--- src/rtl/sfmt_pkg.sv ---
package sfmt_pkg;

    typedef enum logic [1:0] {
        S_IDLE  = 2'd0,
        S_READ  = 2'd1,
        S_PAD   = 2'd2,
        S_DRAIN = 2'd3
    } walk_state_e;

    // Sideband carried alongside each issued slot through the latency pipe
    typedef struct packed {
        logic v;     // slot issued
        logic pad;   // zero slot, no memory read
        logic fin;   // final slot of the job
    } slot_tag_t;

endpackage

--- src/rtl/sfmt_conv.sv ---
module sfmt_conv #(
    parameter int XW   = 32,
    parameter int NW   = 16,
    parameter int OW   = 24,
    parameter int SHW  = 4,
    parameter int MAXS = 8
) (
    input  logic [XW-1:0]  raw,
    input  logic           wide,
    input  logic           sgn,
    input  logic [SHW-1:0] shift,
    output logic [OW-1:0]  res
);

    logic [SHW-1:0] n;
    logic [OW-1:0]  ext;
    logic [OW-1:0]  widened;
    logic [OW-1:0]  kept;
    logic [OW-1:0]  sat_s;
    logic [XW-1:0]  top_bits;
    logic [XW-1:0]  top_ones;
    logic [XW-1:0]  dropped;

    always_comb begin
        n        = (shift > SHW'(MAXS)) ? SHW'(MAXS) : shift;
        ext      = sgn ? OW'($signed(raw[NW-1:0])) : OW'(raw[NW-1:0]);
        widened  = ext << n;
        kept     = OW'(raw >> (MAXS - n));
        top_bits = raw >> (XW - 1 - n);
        top_ones = (XW'(1) << (n + 1)) - XW'(1);
        dropped  = raw >> (XW - n);
        sat_s    = raw[XW-1] ? {1'b1, {(OW-1){1'b0}}} : {1'b0, {(OW-1){1'b1}}};
        if (!wide) begin
            res = widened;
        end else if (sgn) begin
            res = (top_bits == '0 || top_bits == top_ones) ? kept : sat_s;
        end else begin
            res = (dropped == '0) ? kept : '1;
        end
    end

endmodule

--- src/rtl/sfmt_walk.sv ---
module sfmt_walk
    import sfmt_pkg::*;
#(
    parameter int AW    = 16,
    parameter int CW    = 12,
    parameter int LGW   = 4,
    parameter int SHW   = 4,
    parameter int MAXLG = 12
) (
    input  logic           clk,
    input  logic           rst_n,
    input  logic           start,
    input  logic [AW-1:0]  base,
    input  logic [AW-1:0]  stride_s,
    input  logic [AW-1:0]  stride_i,
    input  logic [CW-1:0]  last_s,
    input  logic [CW-1:0]  last_i,
    input  logic [LGW-1:0] fft_lg,
    input  logic           real_in,
    input  logic           wide_in,
    input  logic           sgn_in,
    input  logic [SHW-1:0] shift_in,
    input  logic           fin_seen,
    output logic           mem_req,
    output logic [AW-1:0]  mem_addr,
    output slot_tag_t      tag,
    output logic           real_q,
    output logic           wide_q,
    output logic           sgn_q,
    output logic [SHW-1:0] shift_q
);

    localparam int IW = CW + 1;

    walk_state_e    st, st_nx;
    logic [IW-1:0]  idx;
    logic [IW-1:0]  fft_n;
    logic [IW-1:0]  span_last;
    logic [CW-1:0]  iter;
    logic [CW-1:0]  ls_q, li_q;
    logic [AW-1:0]  addr_q, ibase_q, ss_q, is_q;
    logic [LGW-1:0] lg_q, lg_eff;
    logic           data_end, iter_end, job_end;

    // Slot bookkeeping for the current iteration
    always_comb begin
        lg_eff    = (lg_q > LGW'(MAXLG)) ? LGW'(MAXLG) : lg_q;
        fft_n     = IW'(1) << lg_eff;
        span_last = ((fft_n - IW'(1)) > {1'b0, ls_q}) ? (fft_n - IW'(1)) : {1'b0, ls_q};
        data_end  = (st == S_READ) && (idx == {1'b0, ls_q});
        iter_end  = (data_end && (span_last == {1'b0, ls_q})) ||
                    ((st == S_PAD) && (idx == span_last));
        job_end   = iter_end && (iter == li_q);
    end

    // Next-state logic
    always_comb begin
        st_nx = st;
        unique case (st)
            S_IDLE:  if (start) st_nx = S_READ;
            S_READ: begin
                if (job_end)                    st_nx = S_DRAIN;
                else if (data_end && !iter_end) st_nx = S_PAD;
            end
            S_PAD: begin
                if (job_end)       st_nx = S_DRAIN;
                else if (iter_end) st_nx = S_READ;
            end
            S_DRAIN: if (fin_seen) st_nx = S_IDLE;
        endcase
    end

    // State register
    always_ff @(posedge clk or negedge rst_n) begin
        if (!rst_n) st <= S_IDLE;
        else        st <= st_nx;
    end

    // Counters, addresses and captured configuration
    always_ff @(posedge clk or negedge rst_n) begin
        if (!rst_n) begin
            idx     <= '0;
            iter    <= '0;
            addr_q  <= '0;
            ibase_q <= '0;
            ss_q    <= '0;
            is_q    <= '0;
            ls_q    <= '0;
            li_q    <= '0;
            lg_q    <= '0;
            real_q  <= 1'b0;
            wide_q  <= 1'b0;
            sgn_q   <= 1'b0;
            shift_q <= '0;
        end else if (st == S_IDLE && start) begin
            idx     <= '0;
            iter    <= '0;
            addr_q  <= base;
            ibase_q <= base;
            ss_q    <= stride_s;
            is_q    <= stride_i;
            ls_q    <= last_s;
            li_q    <= last_i;
            lg_q    <= fft_lg;
            real_q  <= real_in;
            wide_q  <= wide_in;
            sgn_q   <= sgn_in;
            shift_q <= shift_in;
        end else if (st == S_READ || st == S_PAD) begin
            if (iter_end) begin
                idx     <= '0;
                iter    <= iter + CW'(1);
                ibase_q <= ibase_q + is_q;
                addr_q  <= ibase_q + is_q;
            end else begin
                idx     <= idx + IW'(1);
                addr_q  <= addr_q + ss_q;
            end
        end
    end

    // Outputs decoded from state
    always_comb begin
        mem_req  = (st == S_READ);
        mem_addr = addr_q;
        tag.v    = (st == S_READ) || (st == S_PAD);
        tag.pad  = (st == S_PAD);
        tag.fin  = job_end;
    end

endmodule

--- src/rtl/sfmt_top.sv ---
module sfmt_top
    import sfmt_pkg::*;
#(
    parameter int AW    = 16,
    parameter int CW    = 12,
    parameter int LGW   = 4,
    parameter int SHW   = 4,
    parameter int PW    = 24,
    parameter int DW    = 64,
    parameter int LAT   = 2,
    parameter int MAXSH = 8,
    parameter int MAXLG = 12
) (
    input  logic           clk,
    input  logic           rst_n,
    input  logic           start,
    input  logic [AW-1:0]  cfg_base,
    input  logic [AW-1:0]  cfg_stride_s,
    input  logic [AW-1:0]  cfg_stride_i,
    input  logic [CW-1:0]  cfg_last_s,
    input  logic [CW-1:0]  cfg_last_i,
    input  logic [LGW-1:0] cfg_fft_log2,
    input  logic           cfg_real,
    input  logic           cfg_wide,
    input  logic           cfg_signed,
    input  logic [SHW-1:0] cfg_shift,
    output logic           mem_req,
    output logic [AW-1:0]  mem_addr,
    input  logic           mem_rvalid,
    input  logic [DW-1:0]  mem_rdata,
    output logic           out_valid,
    output logic [PW-1:0]  out_re,
    output logic [PW-1:0]  out_im,
    output logic           done
);

    localparam int HW = DW / 2;
    localparam int QW = DW / 4;

    slot_tag_t      head_tag;
    slot_tag_t      pipe_q [LAT];
    logic           tail_v, tail_pad, tail_fin;
    logic           real_q, wide_q, sgn_q;
    logic [SHW-1:0] shift_q;
    logic           out_fin;
    logic           fin_seen;
    logic [HW-1:0]  raw  [2];
    logic [PW-1:0]  part [2];

    assign fin_seen = out_valid && out_fin;

    sfmt_walk #(
        .AW(AW), .CW(CW), .LGW(LGW), .SHW(SHW), .MAXLG(MAXLG)
    ) u_walk (
        .clk      (clk),
        .rst_n    (rst_n),
        .start    (start),
        .base     (cfg_base),
        .stride_s (cfg_stride_s),
        .stride_i (cfg_stride_i),
        .last_s   (cfg_last_s),
        .last_i   (cfg_last_i),
        .fft_lg   (cfg_fft_log2),
        .real_in  (cfg_real),
        .wide_in  (cfg_wide),
        .sgn_in   (cfg_signed),
        .shift_in (cfg_shift),
        .fin_seen (fin_seen),
        .mem_req  (mem_req),
        .mem_addr (mem_addr),
        .tag      (head_tag),
        .real_q   (real_q),
        .wide_q   (wide_q),
        .sgn_q    (sgn_q),
        .shift_q  (shift_q)
    );

    // Tag pipe matching the fixed read latency
    for (genvar g = 0; g < LAT; g++) begin : g_pipe
        always_ff @(posedge clk or negedge rst_n) begin
            if (!rst_n)      pipe_q[g] <= '0;
            else if (g == 0) pipe_q[g] <= head_tag;
            else             pipe_q[g] <= pipe_q[(g == 0) ? 0 : g-1];
        end
    end

    assign tail_v   = pipe_q[LAT-1].v;
    assign tail_pad = pipe_q[LAT-1].pad;
    assign tail_fin = pipe_q[LAT-1].fin;

    // Part selection from the response word
    always_comb begin
        raw[0] = wide_q ? mem_rdata[HW-1:0] : HW'(mem_rdata[QW-1:0]);
        if (real_q)      raw[1] = '0;
        else if (wide_q) raw[1] = mem_rdata[DW-1:HW];
        else             raw[1] = HW'(mem_rdata[2*QW-1:QW]);
    end

    for (genvar p = 0; p < 2; p++) begin : g_conv
        sfmt_conv #(
            .XW(HW), .NW(QW), .OW(PW), .SHW(SHW), .MAXS(MAXSH)
        ) u_conv (
            .raw   (raw[p]),
            .wide  (wide_q),
            .sgn   (sgn_q),
            .shift (shift_q),
            .res   (part[p])
        );
    end

    // Output register stage
    always_ff @(posedge clk or negedge rst_n) begin
        if (!rst_n) begin
            out_valid <= 1'b0;
            out_fin   <= 1'b0;
            out_re    <= '0;
            out_im    <= '0;
            done      <= 1'b0;
        end else begin
            out_valid <= tail_v && (tail_pad || mem_rvalid);
            out_fin   <= tail_v && tail_fin;
            out_re    <= tail_pad ? '0 : part[0];
            out_im    <= (tail_pad || real_q) ? '0 : part[1];
            done      <= fin_seen;
        end
    end

endmodule

--- config.mk ---
export PLATFORM = sky130hd
export DESIGN_NAME = sfmt_top
export DESIGN_NICKNAME = d
export VERILOG_FILES = /design/src/rtl/sfmt_pkg.sv /design/src/rtl/sfmt_conv.sv /design/src/rtl/sfmt_walk.sv /design/src/rtl/sfmt_top.sv
export SDC_FILE = /design/constraint.sdc
export NUM_CORES = 1
export LEC_CHECK = 0
export CORE_ASPECT_RATIO = 0.8
export CORE_UTILIZATION = 30
export DETAILED_ROUTE_END_ITERATION = 16
export PLACE_DENSITY_LB_ADDON = 0.08
export SLEW_MARGIN = 20
export SYNTH_ARGS = -nofsm -noshare
export SYNTH_HDL_FRONTEND = slang
export SYNTH_SLANG_ARGS = --single-unit
--- constraint.sdc ---
create_clock -name clk -period 4.95 [get_ports clk]
set_clock_uncertainty 0.1 [all_clocks]
set_input_delay 0.99 -clock clk [delete_from_list [all_inputs] [get_ports clk]]
set_output_delay 0.99 -clock clk [all_outputs]
set_load 0.01 [all_outputs]
## After elaboration in Yosys (flattened, before gate mapping)

Index checks and enable logic that the tools add are counted.

- Eq/ne operators: 13
- Bitwise logic cells: 0
- Shifts and indexed selects: 10
- Mux-type cells: 39
- Add/sub/neg operators: 10
- Divide/modulo/power cells: 0
- Magnitude comparators: 3
- Multipliers: 0
- Reduce and logical (&&, ||, !) cells: 25

Operators by type and width:

| cell | count |
|---|---|
| two-way mux 24 bit | 14 |
| logical NOT 32 bit | 4 |
| right shift 32 x 32 -> 32 bit | 4 |
| two-way mux 16 bit | 6 |
| two-way mux 32 bit | 3 |
| == test 32 bit | 2 |
| right shift 32 x 32 -> 24 bit | 2 |
| two-way mux 13 bit | 4 |
| left shift 24 x 4 -> 24 bit | 2 |
| two-way mux 12 bit | 3 |
| adder 16 bit | 2 |
| left shift 1 x 32 -> 32 bit (first input constant) | 1 |
| subtractor 32 x 2 -> 32 bit (second input constant) | 1 |
| == test 13 x 12 -> 1 bit | 2 |
| adder 13 x 1 -> 13 bit (second input constant) | 1 |
| == test 13 bit | 1 |
| greater-than comparator 13 x 12 -> 1 bit | 1 |
| left shift 1 x 4 -> 13 bit (first input constant) | 1 |
| subtractor 13 x 1 -> 13 bit (second input constant) | 1 |
| adder 12 x 1 -> 12 bit (second input constant) | 1 |
| == test 12 bit | 1 |
| two-way mux 2 bit | 6 |
| logical AND 1 bit | 9 |
| greater-than comparator 4 bit (second input constant) | 2 |
| other kinds (16) | 26 |

- Memory bits (read-only): 0
- Bits in registers: 183
- Output and inout port bits: 67
- Bits in latches: 0
- Input port bits: 151
- Word-level logic and storage cells: 125
- Memory bits (writable): 0
- Memories kept: 0

## Logic depth before layout (Yosys ltp)

- Depth in word-level cells: 14
- Gate-level depth with buffers: 24
- Depth with buffers taken out: 18

## By module

Synthesis repeated with hierarchy kept, for this count alone.

- Cells, all modules: 2279
- Area total of the unflattened synthesis: 18515.3 µm²

By module, submodules not included:

| module | cells an instance | area each (µm²) | times used |
|---|---|---|---|
| sfmt_walk | 981 | 8212.9 | 1 |
| sfmt_conv (g_conv[0].u_conv) | 574 | 4063.9 | 1 |
| sfmt_conv (g_conv[1].u_conv) | 539 | 3972.6 | 1 |
| sfmt_top | 185 | 2265.9 | 1 |

## Least setup slack after synthesis

Ideal clock, no wire load.

- Path type: reg2reg
- From: register u_walk.shift_q[3]
- To: register out_im[13]
- Setup time: 0.082 ns
- Stages on the path, launching flop included: 24
- Arrival time: 4.866 ns
- Setup slack: -0.098 ns
- Cells stage by stage: dfrtp_1 > nand2b_4 > inv_2 > buf_2 > buf_2 > buf_1 > buf_2 > buf_2 > ha_1 > ha_1 > clkbuf_1 > nand3_1 > ha_1 > nor3b_1 > nor2_1 > a32oi_1 > xor2_1 > a2111o_1 > nor4_2 > nor3_2 > a21oi_2 > buf_2 > o211ai_1 > a31oi_1

- Longest elaborated chain between the ends: 11

Ends and longest elaborated chain:

| item | RTL line | RTL |
|---|---|---|
| start: declaration | sfmt_walk.sv:30 | `output logic [SHW-1:0] shift_q` |
| start signal: assignment | sfmt_walk.sv:108 | `shift_q <= shift_in;` |
| greater-than comparator 4 bit | sfmt_conv.sv:25 | `n = (shift > SHW'(MAXS)) ? SHW'(MAXS) : shift;` |
| two-way mux 4 bit * | sfmt_conv.sv:25 |  |
| adder 4 x 1 -> 5 bit | sfmt_conv.sv:30 | `top_ones = (XW'(1) << (n + 1)) - XW'(1);` |
| left shift 1 x 32 -> 32 bit | sfmt_conv.sv:30 |  |
| subtractor 32 x 2 -> 32 bit | sfmt_conv.sv:30 |  |
| == test 32 bit | sfmt_conv.sv:36 | `res = (top_bits == '0 \|\| top_bits == top_ones) ? kept : sat_s;` |
| logical OR 1 bit | sfmt_conv.sv:36 |  |
| two-way mux 24 bit | sfmt_conv.sv:36 |  |
| two-way mux 24 bit | sfmt_conv.sv:35 | `end else if (sgn) begin` |
| two-way mux 24 bit * | sfmt_conv.sv:33 | `if (!wide) begin` |
| two-way mux 24 bit * | sfmt_top.sv:123 | `out_im <= (tail_pad \|\| real_q) ? '0 : part[1];` |
| end signal: assignment | sfmt_top.sv:123 |  |
| end: declaration | sfmt_top.sv:33 | `output logic [PW-1:0] out_im,` |

Mark *: on every way between the ends. The rest lies on a longest branch, timed or not.
A chain may end at the register's enable or synchronous reset.

## Worst setup path after layout

- From: register u_walk.shift_q[3]
- To: register out_re[12]

- Longest elaborated chain between the ends: 11

Ends and longest elaborated chain:

| item | RTL line | RTL |
|---|---|---|
| greater-than comparator 4 bit | sfmt_conv.sv:25 |  |
| two-way mux 4 bit * | sfmt_conv.sv:25 |  |
| adder 4 x 1 -> 5 bit | sfmt_conv.sv:30 |  |
| left shift 1 x 32 -> 32 bit | sfmt_conv.sv:30 |  |
| subtractor 32 x 2 -> 32 bit | sfmt_conv.sv:30 |  |
| == test 32 bit | sfmt_conv.sv:36 |  |
| logical OR 1 bit | sfmt_conv.sv:36 |  |
| two-way mux 24 bit | sfmt_conv.sv:36 |  |
| two-way mux 24 bit | sfmt_conv.sv:35 |  |
| two-way mux 24 bit * | sfmt_conv.sv:33 |  |
| two-way mux 24 bit * | sfmt_top.sv:122 | `out_re <= tail_pad ? '0 : part[0];` |
| end signal: assignment | sfmt_top.sv:122 |  |
| end: declaration | sfmt_top.sv:32 | `output logic [PW-1:0] out_re,` |

Marks and branches as above.

==> summary.md <==
• **clock root buffer** clkbuf_16
• **Clock Path Buffers** 2
• **Die X-Extent** 267.5 um
• **Register-to-Register Path Depth** 13
• **Multi-input gate area** 11380 sq um
• **Vias per Instance** 5.608
• **Area growth syn-to-layout** 22.41%
• **Sequential Area** 4583 sq um
• **pre-CTS setup slack** 99.00 ps
• **cell-by-cell listing of the critical path** nand2b_2, ha_1, xnor2_2, buf_12, mux2i_1, mux2i_1, nor4_1, nand3_1, o2bb2ai_1, nor3_1, o21ai_2, buf_4, o311ai_1
• **vias in the first global route** 16835
• **HPWL Detailed** 54.71 mm
• **DRC Markers** 0
• **minimum period implied by the final worst setup slack** 4678 ps
• **Critical Setup Path Class** flop to flop
• **H-tree level count** 4
• **Final Setup Violations** 0
• **# port buffers** 217
• **Tot GR Track Use** 24.82%
• **Top-Level Pins** 218
• **setup repair after global routing missed its margin** no
• **number of hold violations in the final report** 0
• **Critical R2R Launch** u_walk.shift_q[3]$_DFFE_PN0P_
• **Final nets** 2561
• **data arrival time of the worst path** 4820 ps
• **TritonRoute pass-1 iters** 6
• **Post-Synthesis Mean Instance Area** 7.725 sq um
• **top achievable clock speed** 213.8 MHz
• **number of flops mapped to enable cells by yosys** 0
• **worst rel slew slack** 22.34%
• **pin count of the biggest net entering global routing** 106
• **combined area of all synthesized cells** 16920 sq um
• **share of the yosys chip area belonging to registers** 27.07%
• **post-route cell area** 20710 sq um
• **clock tree from TritonCTS** done
• **Critical Path Fanout Max** 43
• **antenna violations before repair** 0
• **slack of the worst reg-to-reg path** 270 ps
• **slew at the pin with the worst max-slew slack** 1162 ps
• **cell count after placement** 3077
• **post-synth net total** 2401
• **fillers** 5820
• **library cells used by synthesis** 93
• **startpoint of the most critical setup path** u_walk.shift_q[3]$_DFFE_PN0P_
• **final period utilization** 94.50%
• **cell mode on critical path** mux2i_1
• **cell area after placement** 20040 sq um
• **Power, Total** 17.94 mW
• **Pwr Density** 866.4 nW/um^2
• **count of cells along the worst hold path** 0
• **Worst Setup End Kind** flop
• **crit start category** flop
• **clock-pin slew reported for the worst setup and hold paths after clock tree synthesis** 80 ps
• **wirelength, routed** 71.57 mm
• **Final WS setup** 272.1 ps
• **VDD IR-drop max** 344.8 uV
• **synth warn** 0
• **Core Area** 55490 sq um
• **required time at the worst-slack endpoint** 5100 ps
• **Initial DRC Count** 1845
• **clk sink count** 183
• **Slowest-stage cell, CP** xnor2_2
• **r2r endpoint** out_re[12]$_DFF_PN0_
• **final design utilization** 37.32%
• **setup total negative slack** 0 ps
• **clock latency reported for the late side of the worst-skew pair** 450 ps
• **share of flip-flops with an asynchronous set or reset after synthesis** 100.0%
• **dominant synthesized flop cell** dfrtp_1
• **global-route wire length before repair** 108.9 mm
• **total of max-cap violations** 0
• **Starting Density** 30.49%
• **outcome** finished clean
• **overall die height** 214.4 um
• **worst setup path endpoint** out_re[12]$_DFF_PN0_
• **number of clock buffers inserted by TritonCTS** 17
• **Remaining Overflow, GRT** 0
• **per-cell routed wire length** 22.98 um
• **number of standard cells in the final layout excluding fillers** 3114
• **CP max stage delay** 930 ps
• **leakage power figure** 8.692 nW
• **number of cells produced by synthesis** 2190
• **Worst Hold Class** flop to flop
• **Hold WS** 251.8 ps
• **Post-CTS Hold Fix Bufs** 0
• **count of antenna-violating nets left after detailed routing** 0
• **GP Congestion** 0.9342
• **synthesized flop and latch total** 183
• **count of standard-cell rows** 77
• **final count of pins violating max slew** 0
• **total vias in the final route** 17462
• **fraction of layout cells with a size suffix above 1** 9.479%
• **die area** 57360 sq um
[Yosys cell counts, drive strengths merged (43+ instances only)]
cell	n	area share, %
o211ai	61	2.9
mux2i	150	8.9
nor2	151	3.4
nand2	411	9.1
nand3	43	1.3
a31oi	44	1.7
clkbuf	92	2.0
buf	82	2.6
xnor2	59	3.2
o21ai	138	4.1
a21oi	167	5.0
inv	59	1.3
nor3	67	2.0
dfrtp	183	27
ha	58	4.3
[worst min-delay path by stage]
| stage | endpoint | slack, ps | startpoint |
|---|---|---|---|
| finish | tail_v$_DFF_PN0_ | 250 | pipe_q[5]$_DFF_PN0_ |
| global route | tail_pad$_DFF_PN0_ | 260 | pipe_q[4]$_DFF_PN0_ |
| CTS | tail_pad$_DFF_PN0_ | 250 | pipe_q[4]$_DFF_PN0_ |
| detailed placement | tail_pad$_DFF_PN0_ | 240 | pipe_q[4]$_DFF_PN0_ |
| global placement | tail_pad$_DFF_PN0_ | 230 | pipe_q[4]$_DFF_PN0_ |
| floorplan | tail_fin$_DFF_PN0_ | 230 | pipe_q[3]$_DFF_PN0_ |
[critical path: cells and delay by family, from the launching register on]
kind,cells,cell delay (ps)
XOR/XNOR,1,930
adder cells (fa/ha/maj),1,370
multiplexers,2,480
AO/OA/AOI/OAI,3,730
flip-flops,1,430
AND/OR/NAND/NOR,4,830
buffers and inverters,2,610
[area by class of cell]
| type | instances | area share (%) |
|---|---|---|
| Antenna cell | 1 | 0.01208 |
| Clock buffer | 19 | 2.139 |
| Timing Repair Buffer | 315 | 14.32 |
| Multi-Input combinational cell | 1771 | 54.94 |
| Sequential cell | 183 | 22.13 |
| Clock inverter | 13 | 0.7733 |
| Inverter | 62 | 1.154 |
| Tap cell | 750 | 4.531 |
[registers in the layout, indices dropped and copies added, names as in the netlist, 4 cells and up]
name and cells:
out_im 24, out_re 24, u_walk.ibase_q 16, u_walk.idx 13, u_walk.is_q 16, u_walk.iter 12, u_walk.lg_q 4, u_walk.li_q 12
u_walk.ls_q 12, u_walk.mem_addr 16, u_walk.shift_q 4, u_walk.ss_q 16
[where the power goes]
group	switching (mW)	internal (mW)
clock network	0.667	0.777
registers	0.572	2.16
logic	8.50	5.27
total	9.74	8.20
[cells in the final DEF, fill, tap and decap left out, types with 54 or more instances in the layout]
| cell type | n |
|---|---|
| nand2_1 | 410 |
| dfrtp_1 | 180 |
| buf_4 | 93 |
| mux2i_1 | 150 |
| nor2_1 | 149 |
| ha_1 | 56 |
| o21ai_0 | 131 |
| clkdlybuf4s50_1 | 216 |
| o211ai_1 | 56 |
| xnor2_1 | 57 |
| a21oi_1 | 166 |
| inv_1 | 54 |
| nor3_1 | 65 |
[metal layers]
metal	up-vias	part of all wire, %	track usage (%)	wire length, um
met2	616	41	34.57	29290
met4	0	1.5	4.629	1040
li1	8237	-	-	-
met1	8553	51	39.96	36820
met5	-	0	0	0
met3	56	6.2	3.181	4418
[timing repair]
item	in CTS	in global routing
buffers inserted	0	4
resized for setup	0	11
setup endpoints to repair	0	41
[cells by family (layout without fill, tap and decap cells)]
group / count (synthesis) / in the layout / synth area share (%)
AND/OR/NAND/NOR: 834 / 834 / 22.36
other: 0 / 1 / 0
buffers and inverters: 236 / 409 / 6.049
AO/OA/AOI/OAI: 603 / 603 / 23.02
multiplexers: 189 / 189 / 12.47
flip-flops: 183 / 183 / 27.07
XOR/XNOR: 85 / 85 / 4.511
adder cells (fa/ha/maj): 60 / 60 / 4.526
No activity file was read; power rests on OpenSTA's default activity.
